`src/rtl/bscan_pkg.sv`:
```
package bscan_pkg;

  // Position of group g's enable cell in the chain (0 = next to tdi)
  function automatic int en_idx(input int g, input int n_in, input int gw);
    return n_in + g * (gw + 1);
  endfunction

  // Position of output pin p's cell; pins are numbered group-major
  function automatic int out_idx(input int p, input int n_in, input int gw);
    return en_idx(p / gw, n_in, gw) + 1 + (p % gw);
  endfunction

endpackage

```
`src/rtl/bscan_cell.sv`:
```
module bscan_cell #(
  parameter logic RST = 1'b0
) (
  input  logic tck,
  input  logic trst_n,
  input  logic tlr,
  input  logic cap_en,
  input  logic sh_en,
  input  logic upd_en,
  input  logic cap_d,
  input  logic si,
  output logic sh_q,
  output logic up_q
);

  // Shift stage: rising edge, capture beats shift
  always_ff @(posedge tck or negedge trst_n) begin
    if (!trst_n)     sh_q <= RST;
    else if (tlr)    sh_q <= RST;
    else if (cap_en) sh_q <= cap_d;
    else if (sh_en)  sh_q <= si;
  end

  // Update register: falling edge
  always_ff @(negedge tck or negedge trst_n) begin
    if (!trst_n)     up_q <= RST;
    else if (tlr)    up_q <= RST;
    else if (upd_en) up_q <= sh_q;
  end

endmodule

```
`src/rtl/bscan_chain.sv`:
```
module bscan_chain #(
  parameter int         L     = 12,
  parameter logic [L-1:0] GUARD = '0
) (
  input  logic         tck,
  input  logic         trst_n,
  input  logic         tlr,
  input  logic         cap_en,
  input  logic         sh_en,
  input  logic         upd_en,
  input  logic         tdi,
  input  logic [L-1:0] cap_d,
  output logic [L-1:0] sh_q,
  output logic [L-1:0] up_q,
  output logic         tdo
);

  logic [L-1:0] si;
  assign si  = {sh_q[L-2:0], tdi};
  assign tdo = sh_q[L-1];

  for (genvar i = 0; i < L; i++) begin : g_cell
    bscan_cell #(.RST(GUARD[i])) cell_i (
      .tck    (tck),
      .trst_n (trst_n),
      .tlr    (tlr),
      .cap_en (cap_en),
      .sh_en  (sh_en),
      .upd_en (upd_en),
      .cap_d  (cap_d[i]),
      .si     (si[i]),
      .sh_q   (sh_q[i]),
      .up_q   (up_q[i])
    );
  end

endmodule

```
`src/rtl/bscan_route.sv`:
```
module bscan_route
  import bscan_pkg::*;
#(
  parameter int               N_IN    = 4,
  parameter int               N_GRP   = 2,
  parameter int               GRP_W   = 3,
  parameter logic [N_GRP-1:0] GRP_POL = '0,
  localparam int              N_OUT   = N_GRP * GRP_W,
  localparam int              L       = N_IN + N_GRP * (GRP_W + 1)
) (
  input  logic             ir_extest,
  input  logic             ir_intest,
  input  logic             ir_highz,
  input  logic [N_IN-1:0]  pin_in,
  input  logic [N_OUT-1:0] core_out,
  input  logic [N_GRP-1:0] core_dis,
  input  logic [L-1:0]     up_q,
  output logic [N_IN-1:0]  core_in,
  output logic [N_OUT-1:0] pin_out,
  output logic [N_GRP-1:0] pin_oe,
  output logic [L-1:0]     cap_d
);

  logic test;
  assign test = ir_extest | ir_intest;

  for (genvar i = 0; i < N_IN; i++) begin : g_in
    assign core_in[i] = test ? up_q[i] : pin_in[i];
    assign cap_d[i]   = pin_in[i];
  end

  for (genvar g = 0; g < N_GRP; g++) begin : g_grp
    localparam int EI = en_idx(g, N_IN, GRP_W);
    logic dis_lvl;
    assign dis_lvl   = test ? up_q[EI] : core_dis[g];
    assign pin_oe[g] = !ir_highz && (dis_lvl != GRP_POL[g]);
    assign cap_d[EI] = ir_extest ? up_q[EI] : core_dis[g];

    for (genvar j = 0; j < GRP_W; j++) begin : g_bit
      localparam int P  = g * GRP_W + j;
      localparam int OI = out_idx(P, N_IN, GRP_W);
      assign pin_out[P] = test ? up_q[OI] : core_out[P];
      assign cap_d[OI]  = ir_extest ? up_q[OI] : core_out[P];
    end
  end

endmodule

```
`src/rtl/bscan_reg.sv`:
```
module bscan_reg
  import bscan_pkg::*;
#(
  parameter int               N_IN    = 4,
  parameter int               N_GRP   = 2,
  parameter int               GRP_W   = 3,
  parameter logic [N_GRP-1:0] GRP_POL = 2'b10
) (
  input  logic                     tck,
  input  logic                     trst_n,
  input  logic                     tlr,
  input  logic                     cap_dr,
  input  logic                     shift_dr,
  input  logic                     upd_dr,
  input  logic                     tdi,
  input  logic                     ir_extest,
  input  logic                     ir_intest,
  input  logic                     ir_sample,
  input  logic                     ir_highz,
  input  logic [N_IN-1:0]          pin_in,
  output logic [N_IN-1:0]          core_in,
  input  logic [N_GRP*GRP_W-1:0]   core_out,
  input  logic [N_GRP-1:0]         core_dis,
  output logic [N_GRP*GRP_W-1:0]   pin_out,
  output logic [N_GRP-1:0]         pin_oe,
  output logic                     tdo
);

  localparam int L = N_IN + N_GRP * (GRP_W + 1);

  function automatic logic [L-1:0] guard_vec();
    logic [L-1:0] v;
    v = '0;
    for (int g = 0; g < N_GRP; g++) v[en_idx(g, N_IN, GRP_W)] = GRP_POL[g];
    return v;
  endfunction

  localparam logic [L-1:0] GUARD = guard_vec();

  logic         sel;
  logic [L-1:0] sh_q;
  logic [L-1:0] up_q;
  logic [L-1:0] cap_d;

  assign sel = ir_extest | ir_intest | ir_sample;

  bscan_chain #(.L(L), .GUARD(GUARD)) chain_i (
    .tck    (tck),
    .trst_n (trst_n),
    .tlr    (tlr),
    .cap_en (cap_dr & sel),
    .sh_en  (shift_dr & sel),
    .upd_en (upd_dr & sel),
    .tdi    (tdi),
    .cap_d  (cap_d),
    .sh_q   (sh_q),
    .up_q   (up_q),
    .tdo    (tdo)
  );

  bscan_route #(
    .N_IN(N_IN), .N_GRP(N_GRP), .GRP_W(GRP_W), .GRP_POL(GRP_POL)
  ) route_i (
    .ir_extest (ir_extest),
    .ir_intest (ir_intest),
    .ir_highz  (ir_highz),
    .pin_in    (pin_in),
    .core_out  (core_out),
    .core_dis  (core_dis),
    .up_q      (up_q),
    .core_in   (core_in),
    .pin_out   (pin_out),
    .pin_oe    (pin_oe),
    .cap_d     (cap_d)
  );

endmodule

```
`config.mk`:
```
export PLATFORM = sky130hd
export DESIGN_NAME = bscan_reg
export DESIGN_NICKNAME = d
export VERILOG_FILES = /design/src/rtl/bscan_pkg.sv /design/src/rtl/bscan_cell.sv /design/src/rtl/bscan_chain.sv /design/src/rtl/bscan_route.sv /design/src/rtl/bscan_reg.sv
export SDC_FILE = /design/constraint.sdc
export NUM_CORES = 1
export LEC_CHECK = 0
export ABC_AREA = 0
export BUFFER_PORTS_ARGS = -buffer_cell sky130_fd_sc_hd__buf_2
export CORE_MARGIN = 3
export CORE_UTILIZATION = 45
export DETAILED_ROUTE_END_ITERATION = 10
export GPL_TIMING_DRIVEN = 1
export PLACE_DENSITY = 0.78
export SYNTH_ARGS = -nofsm -noshare
export SYNTH_HDL_FRONTEND = slang
export SYNTH_SLANG_ARGS = --single-unit
```
`constraint.sdc`:
```
create_clock -name tck -period 2.6 [get_ports tck]
set_input_delay 0.13 -clock tck [delete_from_list [all_inputs] [get_ports tck]]
set_output_delay 0.13 -clock tck [all_outputs]
set_load 0.005 [all_outputs]
```
==> out/results.txt <==
Primary FF master, synth: dfrtp_1
Post-Syn Nets: 176
Min-Delay Path Class: in -> reg
CTS Sinks: 24
Total grt overflow: 0
Ranking of synthesized cells by area: dfrtn_1 20%, dfrtp_1 20%, nand2_1 13%
Total CTS buffers: 3
GPL Wtd Cong: 0.749
Post-synth cell types: 27
Placed Cells: 210
Initial antenna violation count: 0
Outcome: finished, violations left
Highest ir drop seen on vdd: 290 uV
Max cap viols: 0
Most common cell after layout, fill and taps aside: nand2_1
I/O Pins: 36
Mapped cell area: 0.00136 sq mm
Ys async rst share: 100%
Final setup fails: 1
Seq/Total Area, Yosys: 44.4%
Pins Over Slew Limit: 0
Root buffer cell: clkbuf_4
DP Wirelength: 2.37 mm
Fin worst setup slack: -0.0192 ns
Area after DPL: 0.00153 sq mm
Failing checks: setup timing
CTS clock-pin slew for the worst setup and hold paths: 0.13 ns
Port Buf Inserts: 35
Drt total wl: 3.29 mm
ANT nets after route: 0
Initial drt markers: 34
Hold Violations, Final: 0
Most frequent cells in the layout: 48 x nand2_1, 35 x buf_2, 12 x a21oi_1
Least-Margin Pin Slew: 0.866 ns
Warnings from Yosys: 0
Total Power: 747 uW
Crit start category: flop
CP endpoint kind: output port
Setup TNS: -0.0192 ns
Hold Slack: 0.138 ns
Crit path max fanout: 2
Layout area overhead: 17.1%
First-pass GRT wire length: 5.40 mm
FP Rows: 19
Gr usage total: 19.9%
CP Class: reg -> out
RSZ-0062 raised after global routing: true
Reg-to-reg slack, setup: 0.10 ns
Vias/cell: 5.65
Syn_area_per_cell: 8.88 sq um
Layout cells sized above 1: 31.4%
Design area: 0.00159 sq mm
Leading area contributor after synthesis: dfrtn_1
Relative slew slack: 42.1%
DRC: 0
Drt wl/cell: 15.2 microns
CTS tree: yes
Die width: 61.0 microns
ANT cells: 0
Leak Pwr: 0.000781 uW
EDFF count, synth: 0
WP data required: 2.47 ns
FF+latch count, synth: 24
Vias in the first global route: 1228
Pwr Density: 470 mW/mm^2
Nets: 209
Clock Skews: 0.0536 ns
H-tree depth: 1
Initial core utilization: 48.4%
Via count: 1220
Post-synthesis instance total: 153
Die area: 0.00371 sq mm
Core footprint: 0.00281 sq mm
Largest net degree at the start of global routing: 26
Clock Tree Buf Depth: 2
Fin cells: 216
Yosys top cell area share: 20.3%
Clock latency on the worst-skew pair: 0.37 ns
CP arrival: 2.49 ns
Detailed Routing Iterations Pass 1: 4
Die Ht: 61.0 microns
## registers in the layout, indices dropped and copies added (netlist names)
name	cells
chain_i.g_cell.cell_i.sh_q	12
chain_i.g_cell.cell_i.up_q	12
## power breakdown
group          internal [uW]  switching [uW]
Sequential               393            12.6
Clock                   87.7             116
Combinational           61.2            77.0
Total                    542             205
## synthesized netlist by cell type, types with 3 or more instances
master and n:
a21oi_1 12, dfrtn_1 11, buf_2 4, a22o_1 11, nor2_1 4, o21ai_0 11, o21ai_1 3, dfrtp_1 11
nand2_1 48, mux2_1 7, mux2_2 10
## final timing paths
kind                                                    start                        endpoint  cells after the start
worst max-delay path            chain_i.g_cell[8].cell_i.up_q                       pin_oe[1]                      3
worst max register to register  chain_i.g_cell[8].cell_i.up_q   chain_i.g_cell[8].cell_i.sh_q                      5
max in group asynchronous                              trst_n   chain_i.g_cell[8].cell_i.up_q                      2
worst min-delay path                                pin_in[1]   chain_i.g_cell[1].cell_i.sh_q                      4
worst min register to register  chain_i.g_cell[3].cell_i.up_q   chain_i.g_cell[3].cell_i.up_q                      2
min in group asynchronous                              trst_n  chain_i.g_cell[11].cell_i.sh_q                      2
## cell type report
cell class	count	area, sq um
clock buffer	4	36.3
tap	31	38.8
sequential	24	603
clock inverter	1	3.75
inverter	1	3.75
multi-input combinational	116	698
fill	265	1210
timing repair buffer	39	208
## worst max-delay path, cell delays in order, from the launching register on
cell and delay, ns:
dfstp_2 0.52, nor2b_4 0.13, a211oi_2 0.04, buf_2 0.12
## logic make-up after synthesis
family	after synthesis	synth area share, %
and+or+nand+nor	59	18.0
AOI/OAI and AO/OA	40	18.3
DFF	24	44.4
muxes	17	14.1
buffers and inverters	13	5.16
## routing by layer
layer  vias to the layer above  global-route usage [%]  wire length, microns
li1                        589                       -                     -
met1                       580                    23.8                  1370
met2                        43                    34.7                  1670
met3                         8                    4.47                   176
met4                         0                    7.74                    75
met5                         -                       0                     0
## stage by stage
| step | utilization (%) | setup WS, ns |
|---|---|---|
| 6_report | 56.7 | -0.0192 |
| 3_3_place_gp | 54.4 | 0.121 |
| 3_5_place_dp | 54.4 | 0.0263 |
| 4_1_cts | 56.3 | -0.0420 |
| 5_1_grt | 56.7 | -0.0784 |
| 2_1_floorplan | - | 0.276 |
## what timing repair did
action                     in CTS  in global routing
setup endpoints to repair       1                  2
resized for setup               0                  3
hold buffers                    1                  0
hold endpoints to repair       11                  0
buffers inserted                1                  0
pin swaps                       1                  1
Note: power is estimated with default switching activity, not from simulation.
